## src/rtl/can_irq_pkg.sv

```systemverilog
package can_irq_pkg;

    // Error-confinement classification of one error counter
    typedef enum logic [1:0] {
        CS_ACTIVE  = 2'd0,
        CS_WARN    = 2'd1,
        CS_PASSIVE = 2'd2,
        CS_BUSOFF  = 2'd3
    } conf_state_t;

    // Edge-detected event sources
    localparam int EVT_RX   = 0;
    localparam int EVT_WAKE = 1;
    localparam int EVT_OVR  = 2;
    localparam int NUM_EVT  = 3;

    // Pulse-set confinement sources
    localparam int CF_RWARN = 0;
    localparam int CF_TWARN = 1;
    localparam int CF_RPASS = 2;
    localparam int CF_TPASS = 3;
    localparam int CF_BOFF  = 4;
    localparam int NUM_CF   = 5;

endpackage

```

## src/rtl/can_err_classifier.sv

```systemverilog
module can_err_classifier
    import can_irq_pkg::*;
#(
    parameter int CNT_W       = 9,
    parameter int WARN_LVL    = 96,
    parameter int PASSIVE_LVL = 127,
    parameter int BUSOFF_LVL  = 255,
    parameter bit HAS_BUSOFF  = 1'b1
) (
    input  logic             clk,
    input  logic             rst_n,
    input  logic [CNT_W-1:0] cnt_i,
    output logic             warn_rise_o,
    output logic             passive_rise_o,
    output logic             busoff_rise_o
);

    conf_state_t state_q, state_d;
    int          cnt_val;

    assign cnt_val = int'(cnt_i);

    // Classification of the current counter value
    always_comb begin
        if (HAS_BUSOFF && cnt_val > BUSOFF_LVL) begin
            state_d = CS_BUSOFF;
        end else if (cnt_val > PASSIVE_LVL) begin
            state_d = CS_PASSIVE;
        end else if (cnt_val >= WARN_LVL) begin
            state_d = CS_WARN;
        end else begin
            state_d = CS_ACTIVE;
        end
    end

    // State register
    always_ff @(posedge clk or negedge rst_n) begin
        if (!rst_n) begin
            state_q <= CS_ACTIVE;
        end else begin
            state_q <= state_d;
        end
    end

    // Upward transitions raise one pulse per crossed limit
    always_comb begin
        warn_rise_o    = 1'b0;
        passive_rise_o = 1'b0;
        busoff_rise_o  = 1'b0;
        unique case (state_q)
            CS_ACTIVE: begin
                warn_rise_o    = (state_d != CS_ACTIVE);
                passive_rise_o = (state_d == CS_PASSIVE) || (state_d == CS_BUSOFF);
                busoff_rise_o  = (state_d == CS_BUSOFF);
            end
            CS_WARN: begin
                passive_rise_o = (state_d == CS_PASSIVE) || (state_d == CS_BUSOFF);
                busoff_rise_o  = (state_d == CS_BUSOFF);
            end
            CS_PASSIVE: begin
                busoff_rise_o  = (state_d == CS_BUSOFF);
            end
            CS_BUSOFF: begin
                warn_rise_o    = 1'b0;
            end
            default: begin
                warn_rise_o    = 1'b0;
            end
        endcase
    end

    // A limit crossing is reported once, never on two cycles in a row
    assert_warn_once_R7: assert property (@(posedge clk) disable iff (!rst_n)
        warn_rise_o |=> !warn_rise_o);

    assert_passive_once_R8: assert property (@(posedge clk) disable iff (!rst_n)
        passive_rise_o |=> !passive_rise_o);

    // Bus-off state only for the transmit counter, only above its limit
    assert_busoff_cause_R9: assert property (@(posedge clk) disable iff (!rst_n)
        (state_q == CS_BUSOFF) |-> (HAS_BUSOFF && ($past(cnt_val) > BUSOFF_LVL)));

endmodule

```

## src/rtl/can_flag_latch.sv

```systemverilog
module can_flag_latch #(
    parameter int N    = 1,
    parameter bit EDGE = 1'b1
) (
    input  logic         clk,
    input  logic         rst_n,
    input  logic [N-1:0] cond_i,
    input  logic [N-1:0] clr_i,
    output logic [N-1:0] flag_o
);

    logic [N-1:0] set_w;
    logic [N-1:0] flag_q;

    generate
        if (EDGE) begin : g_edge
            logic [N-1:0] cond_q;
            always_ff @(posedge clk or negedge rst_n) begin
                if (!rst_n) begin
                    cond_q <= '0;
                end else begin
                    cond_q <= cond_i;
                end
            end
            assign set_w = cond_i & ~cond_q;
        end else begin : g_pulse
            assign set_w = cond_i;
        end
    endgenerate

    // Set has priority over a write-one clear in the same cycle
    always_ff @(posedge clk or negedge rst_n) begin
        if (!rst_n) begin
            flag_q <= '0;
        end else begin
            flag_q <= set_w | (flag_q & ~clr_i);
        end
    end

    assign flag_o = flag_q;

    generate
        for (genvar k = 0; k < N; k++) begin : g_chk
            assert_set_holds_R6: assert property (@(posedge clk) disable iff (!rst_n)
                set_w[k] |=> flag_q[k]);
            assert_w1c_clears_R6: assert property (@(posedge clk) disable iff (!rst_n)
                (flag_q[k] && clr_i[k] && !set_w[k]) |=> !flag_q[k]);
        end
    endgenerate

endmodule

```

## src/rtl/can_irq_aggregator.sv

```systemverilog
module can_irq_aggregator
    import can_irq_pkg::*;
#(
    parameter int NUM_TXB     = 3,
    parameter int CNT_W       = 9,
    parameter int WARN_LVL    = 96,
    parameter int PASSIVE_LVL = 127,
    parameter int BUSOFF_LVL  = 255
) (
    input  logic               clk,
    input  logic               rst_n,
    input  logic [NUM_TXB-1:0] buf_empty_i,
    input  logic               rx_done_i,
    input  logic               sleep_i,
    input  logic               bus_act_i,
    input  logic               overrun_i,
    input  logic [CNT_W-1:0]   rx_err_cnt_i,
    input  logic [CNT_W-1:0]   tx_err_cnt_i,
    input  logic               reg_wr_i,
    input  logic               reg_sel_i,
    input  logic [NUM_TXB+7:0] reg_wdata_i,
    output logic [NUM_TXB+7:0] reg_rdata_o,
    output logic               irq_tx_o,
    output logic               irq_rx_o,
    output logic               irq_wake_o,
    output logic               irq_err_o
);

    localparam int B_EVT  = NUM_TXB;           // first event flag (receive)
    localparam int B_OVR  = NUM_TXB + EVT_OVR; // first error-group flag
    localparam int B_CF   = NUM_TXB + NUM_EVT; // first confinement flag
    localparam int FLAG_W = NUM_TXB + NUM_EVT + NUM_CF;

    logic [NUM_TXB-1:0] tx_q;
    logic [FLAG_W-1:0]  en_q;
    logic [FLAG_W-1:0]  flags;
    logic [FLAG_W-1:0]  clr_w;
    logic [NUM_EVT-1:0] evt_cond, evt_flag;
    logic [NUM_CF-1:0]  cf_set, cf_flag;
    logic               irq_tx_q, irq_rx_q, irq_wake_q, irq_err_q;

    // Per-counter classifiers: index 0 receive, index 1 transmit
    logic [CNT_W-1:0] cnt_arr [2];
    logic [1:0]       warn_rise, passive_rise, busoff_rise;

    assign cnt_arr[0] = rx_err_cnt_i;
    assign cnt_arr[1] = tx_err_cnt_i;

    generate
        for (genvar g = 0; g < 2; g++) begin : g_cls
            can_err_classifier #(
                .CNT_W      (CNT_W),
                .WARN_LVL   (WARN_LVL),
                .PASSIVE_LVL(PASSIVE_LVL),
                .BUSOFF_LVL (BUSOFF_LVL),
                .HAS_BUSOFF (g == 1)
            ) i_cls (
                .clk           (clk),
                .rst_n         (rst_n),
                .cnt_i         (cnt_arr[g]),
                .warn_rise_o   (warn_rise[g]),
                .passive_rise_o(passive_rise[g]),
                .busoff_rise_o (busoff_rise[g])
            );
        end
    endgenerate

    // Write-one-to-clear decode, flag register only
    assign clr_w = (reg_wr_i && !reg_sel_i) ? reg_wdata_i : '0;

    // Event sources
    assign evt_cond[EVT_RX]   = rx_done_i;
    assign evt_cond[EVT_WAKE] = sleep_i & bus_act_i;
    assign evt_cond[EVT_OVR]  = overrun_i;

    can_flag_latch #(.N(NUM_EVT), .EDGE(1'b1)) i_evt (
        .clk   (clk),
        .rst_n (rst_n),
        .cond_i(evt_cond),
        .clr_i (clr_w[B_EVT +: NUM_EVT]),
        .flag_o(evt_flag)
    );

    // Confinement sources
    assign cf_set[CF_RWARN] = warn_rise[0];
    assign cf_set[CF_TWARN] = warn_rise[1];
    assign cf_set[CF_RPASS] = passive_rise[0];
    assign cf_set[CF_TPASS] = passive_rise[1];
    assign cf_set[CF_BOFF]  = |busoff_rise;

    can_flag_latch #(.N(NUM_CF), .EDGE(1'b0)) i_cf (
        .clk   (clk),
        .rst_n (rst_n),
        .cond_i(cf_set),
        .clr_i (clr_w[B_CF +: NUM_CF]),
        .flag_o(cf_flag)
    );

    // Transmit-empty status and enable register
    always_ff @(posedge clk or negedge rst_n) begin
        if (!rst_n) begin
            tx_q <= '1;
            en_q <= '0;
        end else begin
            tx_q <= buf_empty_i;
            if (reg_wr_i && reg_sel_i) begin
                en_q <= reg_wdata_i;
            end
        end
    end

    assign flags       = {cf_flag, evt_flag, tx_q};
    assign reg_rdata_o = reg_sel_i ? en_q : flags;

    // Registered interrupt requests
    always_ff @(posedge clk or negedge rst_n) begin
        if (!rst_n) begin
            irq_tx_q   <= 1'b0;
            irq_rx_q   <= 1'b0;
            irq_wake_q <= 1'b0;
            irq_err_q  <= 1'b0;
        end else begin
            irq_tx_q   <= |(tx_q & en_q[NUM_TXB-1:0]);
            irq_rx_q   <= flags[B_EVT + EVT_RX] & en_q[B_EVT + EVT_RX];
            irq_wake_q <= flags[B_EVT + EVT_WAKE] & en_q[B_EVT + EVT_WAKE];
            irq_err_q  <= |(flags[FLAG_W-1:B_OVR] & en_q[FLAG_W-1:B_OVR]);
        end
    end

    assign irq_tx_o   = irq_tx_q;
    assign irq_rx_o   = irq_rx_q;
    assign irq_wake_o = irq_wake_q;
    assign irq_err_o  = irq_err_q;

    // Checks over ports and registered state
    logic armed_q;
    always_ff @(posedge clk or negedge rst_n) begin
        if (!rst_n) begin
            armed_q <= 1'b0;
        end else begin
            armed_q <= 1'b1;
        end
    end

    assert_tx_follow_R2: assert property (@(posedge clk) disable iff (!rst_n)
        armed_q |-> (reg_sel_i || (reg_rdata_o[NUM_TXB-1:0] == $past(buf_empty_i))));

    assert_tx_irq_src_R3: assert property (@(posedge clk) disable iff (!rst_n)
        irq_tx_o |-> $past(|(tx_q & en_q[NUM_TXB-1:0])));

    assert_err_irq_src_R10: assert property (@(posedge clk) disable iff (!rst_n)
        irq_err_o |-> $past(|(flags[FLAG_W-1:B_OVR] & en_q[FLAG_W-1:B_OVR])));

    assert_rx_irq_masked_R11: assert property (@(posedge clk) disable iff (!rst_n)
        !en_q[B_EVT + EVT_RX] |=> !irq_rx_o);

endmodule

```

## config.mk

```make
export PLATFORM = sky130hd
export DESIGN_NAME = can_irq_aggregator
export DESIGN_NICKNAME = d
export VERILOG_FILES = /design/src/rtl/can_irq_pkg.sv /design/src/rtl/can_err_classifier.sv /design/src/rtl/can_flag_latch.sv /design/src/rtl/can_irq_aggregator.sv
export SDC_FILE = /design/constraint.sdc
export NUM_CORES = 1
export LEC_CHECK = 0
export ABC_AREA = 1
export ABC_CLOCK_PERIOD_IN_PS = 1100
export BUFFER_PORTS_ARGS = -buffer_cell sky130_fd_sc_hd__buf_2
export CAP_MARGIN = 40
export CORE_UTILIZATION = 48
export DETAILED_ROUTE_END_ITERATION = 6
export HOLD_SLACK_MARGIN = 0.1
export PLACE_DENSITY = 0.79
export SYNTH_ARGS = -nofsm -noshare
export SYNTH_HDL_FRONTEND = slang
export SYNTH_SLANG_ARGS = --single-unit
```

## constraint.sdc

```tcl
create_clock -name clk -period 1.1 [get_ports clk]
set_clock_uncertainty 0.15 [all_clocks]
set_input_delay 0.165 -clock clk [delete_from_list [all_inputs] [get_ports clk]]
set_output_delay 0.165 -clock clk [all_outputs]
set_load 0.01 [all_outputs]
```

==> impl_metrics.csv <==
group,metric,value,unit
run_status,status,"finished, violations left",
run_status,violations,"design-rule violations, negative setup slack",
die,io_pins,55,
finish,final_common_cell,"nand2_1",
synthesis,syn-cell-area,0.00144,mm^2
sta,setup_viol,15,
cts,clock_latency,0.34,ns
synthesis,yosysTopAreaCellShare,52.0,%
grt,grt_pass1_vias,1401,
synthesis,netlist_instances,180,
synthesis,synth-seq-area-share,57.5,%
finish,fillers,196,
synthesis,synthesis.nets,220,
synthesis,ys_warn_count,0,
setup_path,arrival,1.10,ns
cts,cts_root_buf,"clkbuf_4",
sta,fin_setup_tns,-2.72,ns
sta,rsz0062_at_grt,"true",
finish,antenna_cells,0,
synthesis,yosys.cell_types.count,12,
synthesis,syn_area_per_cell,8.02,um^2
placed_design,port_buffers,44,
power,leakage,1.25,nW
finish,drive_above_1_share,32.0,%
placed_design,hpwlAfterDp,2110,um
detailed_routing,wl,3520,um
sta,hold_violations,0,
sta,period_minus_slack,1.42,ns
setup_path,path_max_fanout,2,
cts,cts_buffers,5,
cts,cts_tree,"yes",
sta,timing_max_transition_violations_final,0,
setup_path,cp-end-kind,"output port",
synthesis,synth_largest_area_cell,"dfrtp_1",
die,die_y,56.8,um
setup_path,cp-start-kind,"flip-flop",
setup_path,worstPathCellList,"nand2_1, nand2_1, buf_2",
setup_path,crit_top_cell,"nand2_1",
sta,worst_slack,-0.320,ns
detailed_routing,viasPerCell,4.65,
setup_path,slowest_delay,0.53,ns
grt,grt_max_degree,20,
detailed_routing,dr.pass1.iters,6,
detailed_routing,drc,10,
finish,final_cell_mix,"nand2_1, buf_2, dfrtp_1, dlygate4sd3_1, nand3_1",
power,total_power,2.86,mW
die,core.rowCount,19,
grt,grt_pass1_wl,6000,um
run,cap_violations,0,
cts,clk_path_buf_depth,2,
sta,finalCritPeriodShare,129,%
synthesis,synthTopCellsByArea,"dfrtp_1, nand2_1, nand3_1, dfstp_2, inv_1",
detailed_routing,drt-initial-drc-count,66,
die,die_x,56.8,um
power,power.density,1290,mW/mm^2
grt,grt_overflow,0,
sta,timing.fmax,704,MHz
placed_design,place_ws,0.0280,ns
power,ir_worst_vdd,0.000738,V
grt,grt_usage,25.2,%
placed_design,dpl.cell_count,254,
sta,timing.hold.ws,0.0419,ns
finish,fin_cells,306,
die,die_area,0.00323,mm^2
detailed_routing,drtAntennaViolNets,0,
hold_path,hp-class,"in2async",
sta,tightestPinTransition,0.400,ns
grt,antenna_found_initial,0,
finish,final_nets,315,
detailed_routing,wl_per_cell,11.5,um
die,core_area,0.00281,mm^2
placed_design,gp_congestion,0.756,
sta,maxSlewHeadroom,73.2,%
cts,cts_max_level,2,
setup_path,crit_type,"reg2out",
setup_path,crit_slowest_cell,"dfstp_2",
die,initial_core_util,51.5,%
cts,clock-sinks,33,
cts,path_clk_slew,0.09,ns
finish,area_growth_syn_to_layout,53.6,%
setup_path,required,0.78,ns
synthesis,ys_ff_latch,33,
detailed_routing,vias,1423,
timing repair:
action,4_1_cts,5_1_grt
endpoints found under the hold margin,62,6
endpoints found under the setup margin,15,20
gates resized for setup,0,16
hold buffers,28,2
setup buffers,16,6
pin swaps,2,16
worst max-delay path, delay by kind of cell, from the launching register on:
family | cells | cell delay, ns
and+or+nand+nor | 2 | 0.11
DFF | 1 | 0.53
buffers and inverters | 1 | 0.13
registers in the layout (all words and copies together), names as in the netlist:
signal	flops
tx_q	3
i_cf.flag_o	5
i_evt.g_edge.cond_q	3
g_cls.i_cls.state_q	4
irq_rx_o	1
irq_wake_o	1
i_evt.flag_o	3
en_q	11
irq_err_o	1
irq_tx_o	1
worst paths after layout:
| kind | from | to | slack [ns] | cells past startpoint |
|---|---|---|---|---|
| hold reg to reg | i_evt.g_edge.cond_q[2]$_DFF_PN0_ | i_evt.flag_o[2]$_DFF_PN0_ | 0.34 | 3 |
| hold / removal | rst_n | irq_tx_o$_DFF_PN0_ | 0.04 | 2 |
| min in group clk | reg_sel_i | en_q[0]$_DFFE_PN0P_ | 0.12 | 4 |
| max in group asynchronous | rst_n | en_q[7]$_DFFE_PN0P_ | 0.32 | 3 |
| setup reg to reg | i_cf.flag_o[1]$_DFF_PN0_ | irq_err_o$_DFF_PN0_ | 0.05 | 5 |
| setup / recovery | tx_q[0]$_DFF_PN1_ | reg_rdata_o[0] | -0.32 | 3 |
cells in the mapped netlist:
library cell,instances
o21bai_1,1
inv_4,1
dfstp_2,3
nor2_1,7
dfrtp_1,30
inv_1,11
buf_2,2
buf_6,2
buf_4,3
nand3_1,20
nand2_1,99
or2_2,1
routing by layer:
layer / track usage (%) / routed length, um / up-vias
met5: 0 / 0 / -
met4: 7.32 / 44 / 0
met3: 8.29 / 224 / 6
met2: 42.7 / 1750 / 48
met1: 30.8 / 1500 / 634
li1: - / - / 735
cell type report:
| class | instances | area (um^2) | share of cell area (%) |
|---|---|---|---|
| Sequential cell | 33 | 830 | 37.4 |
| Timing Repair Buffer | 95 | 706 | 31.8 |
| Multi-Input combinational cell | 128 | 542 | 24.4 |
| Clock buffer | 7 | 55.1 | 2.48 |
| Inverter | 12 | 47.5 | 2.14 |
| Tap cell | 31 | 38.8 | 1.75 |
cell families after synthesis:
| logic type | count (synthesis) | share of synthesized area [%] |
|---|---|---|
| AO/OA/AOI/OAI | 1 | 0.520 |
| buffers and inverters | 19 | 7.11 |
| flip-flops | 33 | 57.5 |
| AND/OR/NAND/NOR | 127 | 34.9 |
metrics by stage:
| stage | utilization [%] | instance area, um^2 |
|---|---|---|
| floorplan | - | 1440 |
| global placement | 60.8 | 1710 |
| detailed placement | 60.8 | 1710 |
| CTS | 77.0 | 2160 |
| global route | 79.1 | 2220 |
| finish | 79.1 | 2220 |
power breakdown:
part	total (mW)	switching (mW)	leakage (nW)	internal [mW]
registers	1.42	0.0698	0.384	1.35
clock network	0.689	0.387	0.0314	0.301
logic	0.747	0.355	0.831	0.392
total	2.86	0.812	1.25	2.04
No activity file was read; power rests on OpenSTA's default activity.
